File: config.mk
export PLATFORM = sky130hd
export DESIGN_NAME = sdram_burst_colgen
export DESIGN_NICKNAME = d
export VERILOG_FILES = /design/src/rtl/sdram_colgen_pkg.sv /design/src/rtl/sdram_len_decode.sv /design/src/rtl/sdram_beat_seq.sv /design/src/rtl/sdram_col_map.sv /design/src/rtl/sdram_burst_colgen.sv
export SDC_FILE = /design/constraint.sdc
export NUM_CORES = 1
export LEC_CHECK = 0
export BUFFER_PORTS_ARGS = -buffer_cell sky130_fd_sc_hd__buf_2
export CORE_ASPECT_RATIO = 0.5
export CORE_MARGIN = 4
export CORE_UTILIZATION = 45
export CTS_BUF_LIST = sky130_fd_sc_hd__clkbuf_16
export CTS_CLUSTER_SIZE = 24
export DETAILED_ROUTE_END_ITERATION = 10
export GPL_ROUTABILITY_DRIVEN = 1
export MAX_ROUTING_LAYER = met4
export PLACE_DENSITY = 0.79
export SYNTH_ARGS = -nofsm -noshare
export SYNTH_HDL_FRONTEND = slang
export SYNTH_SLANG_ARGS = --single-unit
File: constraint.sdc
create_clock -name clk -period 1.9 [get_ports clk]
set_input_delay 0.19 -clock clk [delete_from_list [all_inputs] [get_ports clk]]
set_output_delay 0.19 -clock clk [all_outputs]
set_load 0.01 [all_outputs]
File: src/rtl/sdram_colgen_pkg.sv
package sdram_colgen_pkg;
  localparam int unsigned LEN_CODE_W = 3;
  typedef logic [LEN_CODE_W-1:0] len_code_t;
  localparam len_code_t LEN_ONE   = 3'd0;
  localparam len_code_t LEN_TWO   = 3'd1;
  localparam len_code_t LEN_FOUR  = 3'd2;
  localparam len_code_t LEN_EIGHT = 3'd3;
  localparam len_code_t LEN_PAGE  = 3'd7;
endpackage

File: src/rtl/sdram_len_decode.sv
module sdram_len_decode
  import sdram_colgen_pkg::*;
#(
  parameter int unsigned COL_W = 8
) (
  input  len_code_t        len_code,
  input  logic             is_write,
  input  logic             single_write,
  input  logic             interleave,
  output logic [COL_W-1:0] span_mask,
  output logic             full_page,
  output logic             inter_eff
);
  logic force_one;
  assign force_one = is_write & single_write;

  always_comb begin
    span_mask = '0;
    full_page = 1'b0;
    if (!force_one) begin
      case (len_code)
        LEN_TWO:   span_mask = COL_W'(1);
        LEN_FOUR:  span_mask = COL_W'(3);
        LEN_EIGHT: span_mask = COL_W'(7);
        LEN_PAGE: begin
          span_mask = '1;
          full_page = 1'b1;
        end
        default:   span_mask = '0;
      endcase
    end
  end

  // full page is sequential only
  assign inter_eff = interleave & ~full_page;
endmodule

File: src/rtl/sdram_beat_seq.sv
module sdram_beat_seq #(
  parameter int unsigned COL_W = 8
) (
  input  logic             clk,
  input  logic             rst_n,
  input  logic             start,
  input  logic             stop,
  input  logic [COL_W-1:0] col_in,
  input  logic [COL_W-1:0] mask_in,
  input  logic             full_in,
  input  logic             inter_in,
  output logic             active,
  output logic [COL_W-1:0] idx,
  output logic [COL_W-1:0] base,
  output logic [COL_W-1:0] mask,
  output logic             inter,
  output logic             full,
  output logic             final_beat,
  output logic             done,
  output logic             cut
);
  assign final_beat = active & ~full & (idx == mask);
  assign done       = final_beat & ~start;
  assign cut        = active & stop & ~start;

  always_ff @(posedge clk or negedge rst_n) begin
    if (!rst_n) begin
      active <= 1'b0;
      idx    <= '0;
      base   <= '0;
      mask   <= '0;
      inter  <= 1'b0;
      full   <= 1'b0;
    end else if (start) begin
      active <= 1'b1;
      idx    <= '0;
      base   <= col_in;
      mask   <= mask_in;
      inter  <= inter_in;
      full   <= full_in;
    end else if (active) begin
      if (done || cut) begin
        active <= 1'b0;
      end else begin
        idx <= idx + COL_W'(1);
      end
    end
  end
endmodule

File: src/rtl/sdram_col_map.sv
module sdram_col_map #(
  parameter int unsigned COL_W = 8
) (
  input  logic [COL_W-1:0] base,
  input  logic [COL_W-1:0] idx,
  input  logic [COL_W-1:0] mask,
  input  logic             inter,
  output logic [COL_W-1:0] col
);
  function automatic logic [COL_W-1:0] beat_col(
    input logic [COL_W-1:0] b,
    input logic [COL_W-1:0] k,
    input logic [COL_W-1:0] m,
    input logic             x
  );
    logic [COL_W-1:0] low;
    low = x ? (b ^ k) : (b + k);
    return (b & ~m) | (low & m);
  endfunction

  assign col = beat_col(base, idx, mask, inter);
endmodule

File: src/rtl/sdram_burst_colgen.sv
module sdram_burst_colgen
  import sdram_colgen_pkg::*;
#(
  parameter int unsigned COL_W = 8
) (
  input  logic             clk,
  input  logic             rst_n,
  input  logic             start_i,
  input  logic [COL_W-1:0] start_col_i,
  input  logic [2:0]       len_code_i,
  input  logic             interleave_i,
  input  logic             write_i,
  input  logic             single_write_i,
  input  logic             stop_i,
  output logic             beat_valid_o,
  output logic [COL_W-1:0] col_o,
  output logic             last_o
);
  logic [COL_W-1:0] dec_mask;
  logic             dec_full;
  logic             dec_inter;
  logic             seq_active;
  logic [COL_W-1:0] seq_idx;
  logic [COL_W-1:0] seq_base;
  logic [COL_W-1:0] seq_mask;
  logic             seq_inter;
  logic             seq_full;
  logic             seq_final;
  logic             seq_done;
  logic             seq_cut;

  sdram_len_decode #(.COL_W(COL_W)) i_dec (
    .len_code     (len_code_t'(len_code_i)),
    .is_write     (write_i),
    .single_write (single_write_i),
    .interleave   (interleave_i),
    .span_mask    (dec_mask),
    .full_page    (dec_full),
    .inter_eff    (dec_inter)
  );

  sdram_beat_seq #(.COL_W(COL_W)) i_seq (
    .clk        (clk),
    .rst_n      (rst_n),
    .start      (start_i),
    .stop       (stop_i),
    .col_in     (start_col_i),
    .mask_in    (dec_mask),
    .full_in    (dec_full),
    .inter_in   (dec_inter),
    .active     (seq_active),
    .idx        (seq_idx),
    .base       (seq_base),
    .mask       (seq_mask),
    .inter      (seq_inter),
    .full       (seq_full),
    .final_beat (seq_final),
    .done       (seq_done),
    .cut        (seq_cut)
  );

  sdram_col_map #(.COL_W(COL_W)) i_map (
    .base  (seq_base),
    .idx   (seq_idx),
    .mask  (seq_mask),
    .inter (seq_inter),
    .col   (col_o)
  );

  assign beat_valid_o = seq_active;
  assign last_o       = seq_final;

  // seq_full is consumed inside the sequencer; kept for observation
  logic unused_full;
  assign unused_full = seq_full;
endmodule

; Word level (Yosys, flattened, before mapping)
; Cells that the tools add are included.
[classes]
n_addsub = 2
n_eq_ne = 6
n_mux = 11
bitwise_logic = 15
reduce_logical = 3
[op_table]
columns = op, count
row1 = $mux 8, 5
row2 = $pmux 8 s4, 1
row3 = $and 8x8->8, 2
row4 = $add 8x1->8 const B, 1
row5 = $add 8x8->8, 1
row6 = $eq 8x8->1, 1
row7 = $not 8->8, 1
row8 = $or 8x8->8, 1
row9 = $xor 8x8->8, 1
row10 = $and 1x1->1, 7
row11 = $eq 3x2->1 const B, 2
row12 = $mux 1, 5
row13 = $eq 3x1->1 const B, 1
row14 = $eq 3x3->1 const B, 1
row15 = $not 1->1, 3
row16 = $ne 2x2->1 const B, 1
row17 = $reduce_and 2->1, 1
row18 = $reduce_bool 2->1, 1
row19 = $logic_or 1x1->1, 1
[word_totals]
ff_bits = 27
in_bits = 18
output_inout_bits = 10
word_cells = 43

; Logic depth before layout (Yosys ltp)
[logic_depth]
word_depth = 8
depth_mapped = 8
depth_no_buf = 8

; Hierarchy
; From an unflattened synthesis, not the netlist that was laid out.
[hier_totals]
cells_unflattened = 174
hier_area_um2 = 1759.2
[modules_own_cells]
columns = module, instances, cells_per_inst, area_each_um2, seq_area_each_um2
row1 = sdram_beat_seq, 1, 99, 1239.9, 675.6
row2 = sdram_col_map, 1, 61, 420.4, 0.0
row3 = sdram_len_decode, 1, 14, 98.8, 0.0

; Worst setup path after synthesis
; OpenSTA, ideal clock, no wires.
[synth_path]
path_kind = flip-flop to flip-flop
from = register i_seq.idx[4]
to = register i_seq.idx[7]
setup_ps = 128
arrival_ps = 1951
t_required_ps = 1772
slack_ps = -178
path_stages_with_launch = 6
path_buffers = 0
period_less_slack_ps = 2078
path_cell_list = dfrtp_1 -> or4_1 -> o22a_2 -> o41ai_4 -> nor4_1 -> mux2_1
[synth_via]
elab_chain_len = 6
word_cells_on_any_way = 10
classes_between = 1 x add/sub / 2 x eq/ne / 3 x mux / 2 x bitwise / 2 x reduce/logical
[synth_rtl]
columns = item, line
row1 = start: declaration, sdram_beat_seq.sv:13  ; output logic [COL_W-1:0] idx,
row2 = start signal: assignment, sdram_beat_seq.sv:45  ; idx <= idx + COL_W'(1);
row3 = "parallel branches: the longest is 6 deep, another holds $add 8x1->8", -
; Several ways; the timed one is not identified. The select of a mux whose other input is x is not followed.
; A chain may end at the register's enable or synchronous reset.

; Worst setup path after layout
[layout_path]
from = register i_seq.idx[0]
to = output port col_o[6]
[layout_via]
elab_chain_len = 4
[layout_rtl]
columns = item, line
row1 = $add 8x8->8, sdram_col_map.sv:17  ; low = x ? (b ^ k) : (b + k);
row2 = $mux 8, sdram_col_map.sv:17
row3 = $and 8x8->8, sdram_col_map.sv:18  ; return (b & ~m) | (low & m);
row4 = $or 8x8->8, sdram_col_map.sv:18
row5 = end: declaration, sdram_burst_colgen.sv:16  ; output logic [COL_W-1:0] col_o,
; Every way passes these cells.

==> load_flow_metrics.sql <==
INSERT INTO impl_metrics (metric_group, metric, value, unit) VALUES
('run_status', 'outcome', 'finished with violations', ''),
('run_status', 'failed_checks', 'setup timing', ''),
('synthesis', 'share_of_the_synthesized_area_in_the_top_cell_type', '0.375', ''),
('synthesis', 'yosysWarningCount', '0', ''),
('finish', 'post_route_cells_drive_above_1_share', '0.468', ''),
('synthesis', 'postSynthRegisterBits', '23', ''),
('timing', 'layout_setup_ws', '-431', 'ps'),
('place', 'post-place-ws', '-218', 'ps'),
('finish', 'fin_cells', '262', ''),
('timing', 'fin_worst_skew', '1.64', 'ps'),
('finish', 'num-nets-final', '250', ''),
('route', 'detail_routed_via_count_per_cell', '5.78', ''),
('global_route', 'grtUsageTotal', '0.193', ''),
('route', 'remaining_drc_errors', '0', ''),
('finish', 'post-route-util', '0.692', ''),
('cts', 'cts_made_buffers', '3', ''),
('die', 'die_area', '0.00447', 'mm²'),
('critical_path', 'crit_required', '1710', 'ps'),
('place', 'numPlacedInstances', '254', ''),
('synthesis', 'synth_largest_area_cell', 'sky130_fd_sc_hd__dfrtp_1', ''),
('synthesis', 'synth_edf_count', '0', ''),
('synthesis', 'avgSynthCellArea', '9.09', 'µm²'),
('finish', 'layout-area-overhead-vs-synth', '41.1', '%'),
('min_path', 'min_delay_path_depth', '3', ''),
('synthesis', 'synth_seq_area_share', '0.375', ''),
('global_route', 'grt_first_pass_wirelength', '6730', 'µm'),
('global_route', 'grt_overflow', '0', ''),
('place', 'place.gp.congestion', '0.828', ''),
('route', 'drt_first_iter_violations', '101', ''),
('timing', 'setup-violations-final', '17', ''),
('power_and_ir_drop', 'vdd_drop_max', '0.402', 'mV'),
('finish', 'area.sequential', '576', 'µm²'),
('synthesis', 'synthFlopType', 'sky130_fd_sc_hd__dfrtp_1', ''),
('critical_path', 'r2r.worst_path.cells', '6', ''),
('min_path', 'worstHoldStart', 'start_col_i[1]', ''),
('place', 'port-buffer-count', '27', ''),
('critical_path', 'regToRegEndpoint', 'i_seq.idx[1]', ''),
('cts', 'clock_latency', '260', 'ps'),
('synthesis', 'yosys-top-cells-area', 'sky130_fd_sc_hd__dfrtp_1 (37%), sky130_fd_sc_hd__ha_1 (6.5%), sky130_fd_sc_hd__mux2_2 (5.9%)', ''),
('synthesis', 'ys_async_sr_fraction', '1.00', ''),
('die', 'chipWidth', '90.6', 'µm'),
('die', 'design.core.area', '0.00314', 'mm²'),
('timing', 'hold_viol_final', '0', ''),
('timing', 'rsz0062_at_grt', 'true', ''),
('finish', 'filler_cell_count', '200', ''),
('timing', 'worstMarginPinSlew', '561', 'ps'),
('min_path', 'min_to', 'i_seq.base[1]', ''),
('cts', 'cts.sink_count', '23', ''),
('critical_path', 'critPathMaxFanout', '3', ''),
('cts', 'clk_transition_reported_paths', '60', 'ps'),
('global_route', 'grt_pass1_vias', '1491', ''),
('synthesis', 'synth_cell_type_count', '44', ''),
('route', 'via_count', '1515', ''),
('timing', 'fmax', '0.429', 'GHz'),
('critical_path', 'setup.worst_path.end_class', 'output pin', ''),
('power_and_ir_drop', 'power_density', '666', 'mW/mm²'),
('cts', 'tritoncts', 'yes', ''),
('die', 'fp.dieH', '49.3', 'µm'),
('timing', 'post-route-period-util', '1.23', ''),
('global_route', 'pin_count_of_the_biggest_net_entering_global_routing', '24', ''),
('cts', 'cts_buffer_depth', '2', ''),
('synthesis', 'synthesis.area', '0.00154', 'mm²'),
('synthesis', 'post-synth-top-count-cell', 'sky130_fd_sc_hd__dfrtp_1', ''),
('critical_path', 'startpoint_type', 'flop', ''),
('timing', 'slew-limit-headroom', '0.625', ''),
('place', 'dp_hpwl', '2820', 'µm'),
('finish', 'antenna-diode-count', '0', ''),
('power_and_ir_drop', 'p_leak', '0.970', 'nW'),
('route', 'ant_nets', '0', ''),
('global_route', 'grt_antenna_before_repair', '0', ''),
('flow_run', 'timing.max_cap.violations', '0', '');
-- worst max-delay path, stage by stage, from the launching register on --
cell,delay [ps]
sky130_fd_sc_hd__dfrtp_1,370
sky130_fd_sc_hd__ha_2,190
sky130_fd_sc_hd__inv_2,40
sky130_fd_sc_hd__fa_2,340
sky130_fd_sc_hd__nor2b_1,120
sky130_fd_sc_hd__o21ai_1,100
sky130_fd_sc_hd__a21oi_2,200
sky130_fd_sc_hd__a311oi_1,120
sky130_fd_sc_hd__a221o_1,270
sky130_fd_sc_hd__buf_2,140
-- layout make-up --
type                       count  area share
tap                           40      0.0231
clock inverter                 1     0.00231
sequential                    23       0.265
multi-input combinational    128       0.492
inverter                      13      0.0225
clock buffer                   3      0.0346
timing repair buffer          54       0.160
-- metal layers --
metal,global-route usage,vias up,share of wire
met2,0.330,51,0.49
li1,-,711,-
met4,0.0812,0,0.019
met1,0.216,743,0.43
met3,0.0508,10,0.058
met5,-,-,0
-- worst max path at each step --
stage,start,endpoint,slack [ps],cells past startpoint
after global placement,i_seq.mask[6],i_seq.idx[1],-160,6
after detailed placement,i_seq.mask[6],i_seq.idx[1],-220,6
final,i_seq.idx[0],col_o[6],-430,9
after floorplan,i_seq.idx[4],i_seq.idx[1],-120,6
after global routing,i_seq.idx[0],col_o[6],-540,9
after CTS,i_seq.idx[0],col_o[6],-450,9
-- power by group --
part	internal, mW	leakage (nW)	switching [mW]	total, mW
sequential	0.524	0.294	0.0345	0.559
clock	0.283	0.0409	0.177	0.460
combinational	0.200	0.636	0.225	0.425
-- registers in the layout (all words and copies together) (netlist names) --
name	flops
i_seq.idx	8
i_seq.base	8
i_seq.mask	4
i_seq.full	1
i_seq.active	1
i_seq.inter	1
-- what timing repair did --
| action | in CTS | in global routing |
|---|---|---|
| pin swaps | 18 | 16 |
| gates cloned | 0 | 0 |
| hold buffers | 1 | 0 |
| buffers inserted | 3 | 2 |
| setup endpoints to repair | 17 | 17 |
| endpoints found under the hold margin | 23 | 0 |
| gates resized for setup | 17 | 24 |
-- logic make-up (layout without fill, tap and decap cells) --
| family | count (synthesis) | in the layout | synth area share |
|---|---|---|---|
| xor+xnor | 6 | 6 | 0.0342 |
| compound gates | 46 | 46 | 0.196 |
| buf+inv | 18 | 71 | 0.0497 |
| simple gates | 56 | 56 | 0.188 |
| fa+ha+maj | 9 | 9 | 0.0782 |
| flops | 23 | 23 | 0.375 |
| mux | 11 | 11 | 0.0790 |
-- stage by stage --
| step | TNS, ps | instance area (µm²) |
|---|---|---|
| floorplan | -587 | 1550 |
| global placement | -1160 | 1880 |
| detailed placement | -1880 | 1880 |
| CTS | -3130 | 2060 |
| global route | -5240 | 2170 |
| finish | -3960 | 2170 |
-- cells in the final DEF (no fill, tap or decap), drive strengths merged, types with 4 or more instances in the layout --
| cell | instances |
|---|---|
| a21oi | 15 |
| buf | 53 |
| dfrtp | 23 |
| ha | 8 |
| inv | 13 |
| mux2 | 9 |
| nand2 | 12 |
| nand3 | 5 |
| nor2 | 14 |
| nor2b | 6 |
| o21ai | 16 |
| or3 | 6 |
| xnor2 | 4 |
Power figures use the tool's default switching activity.
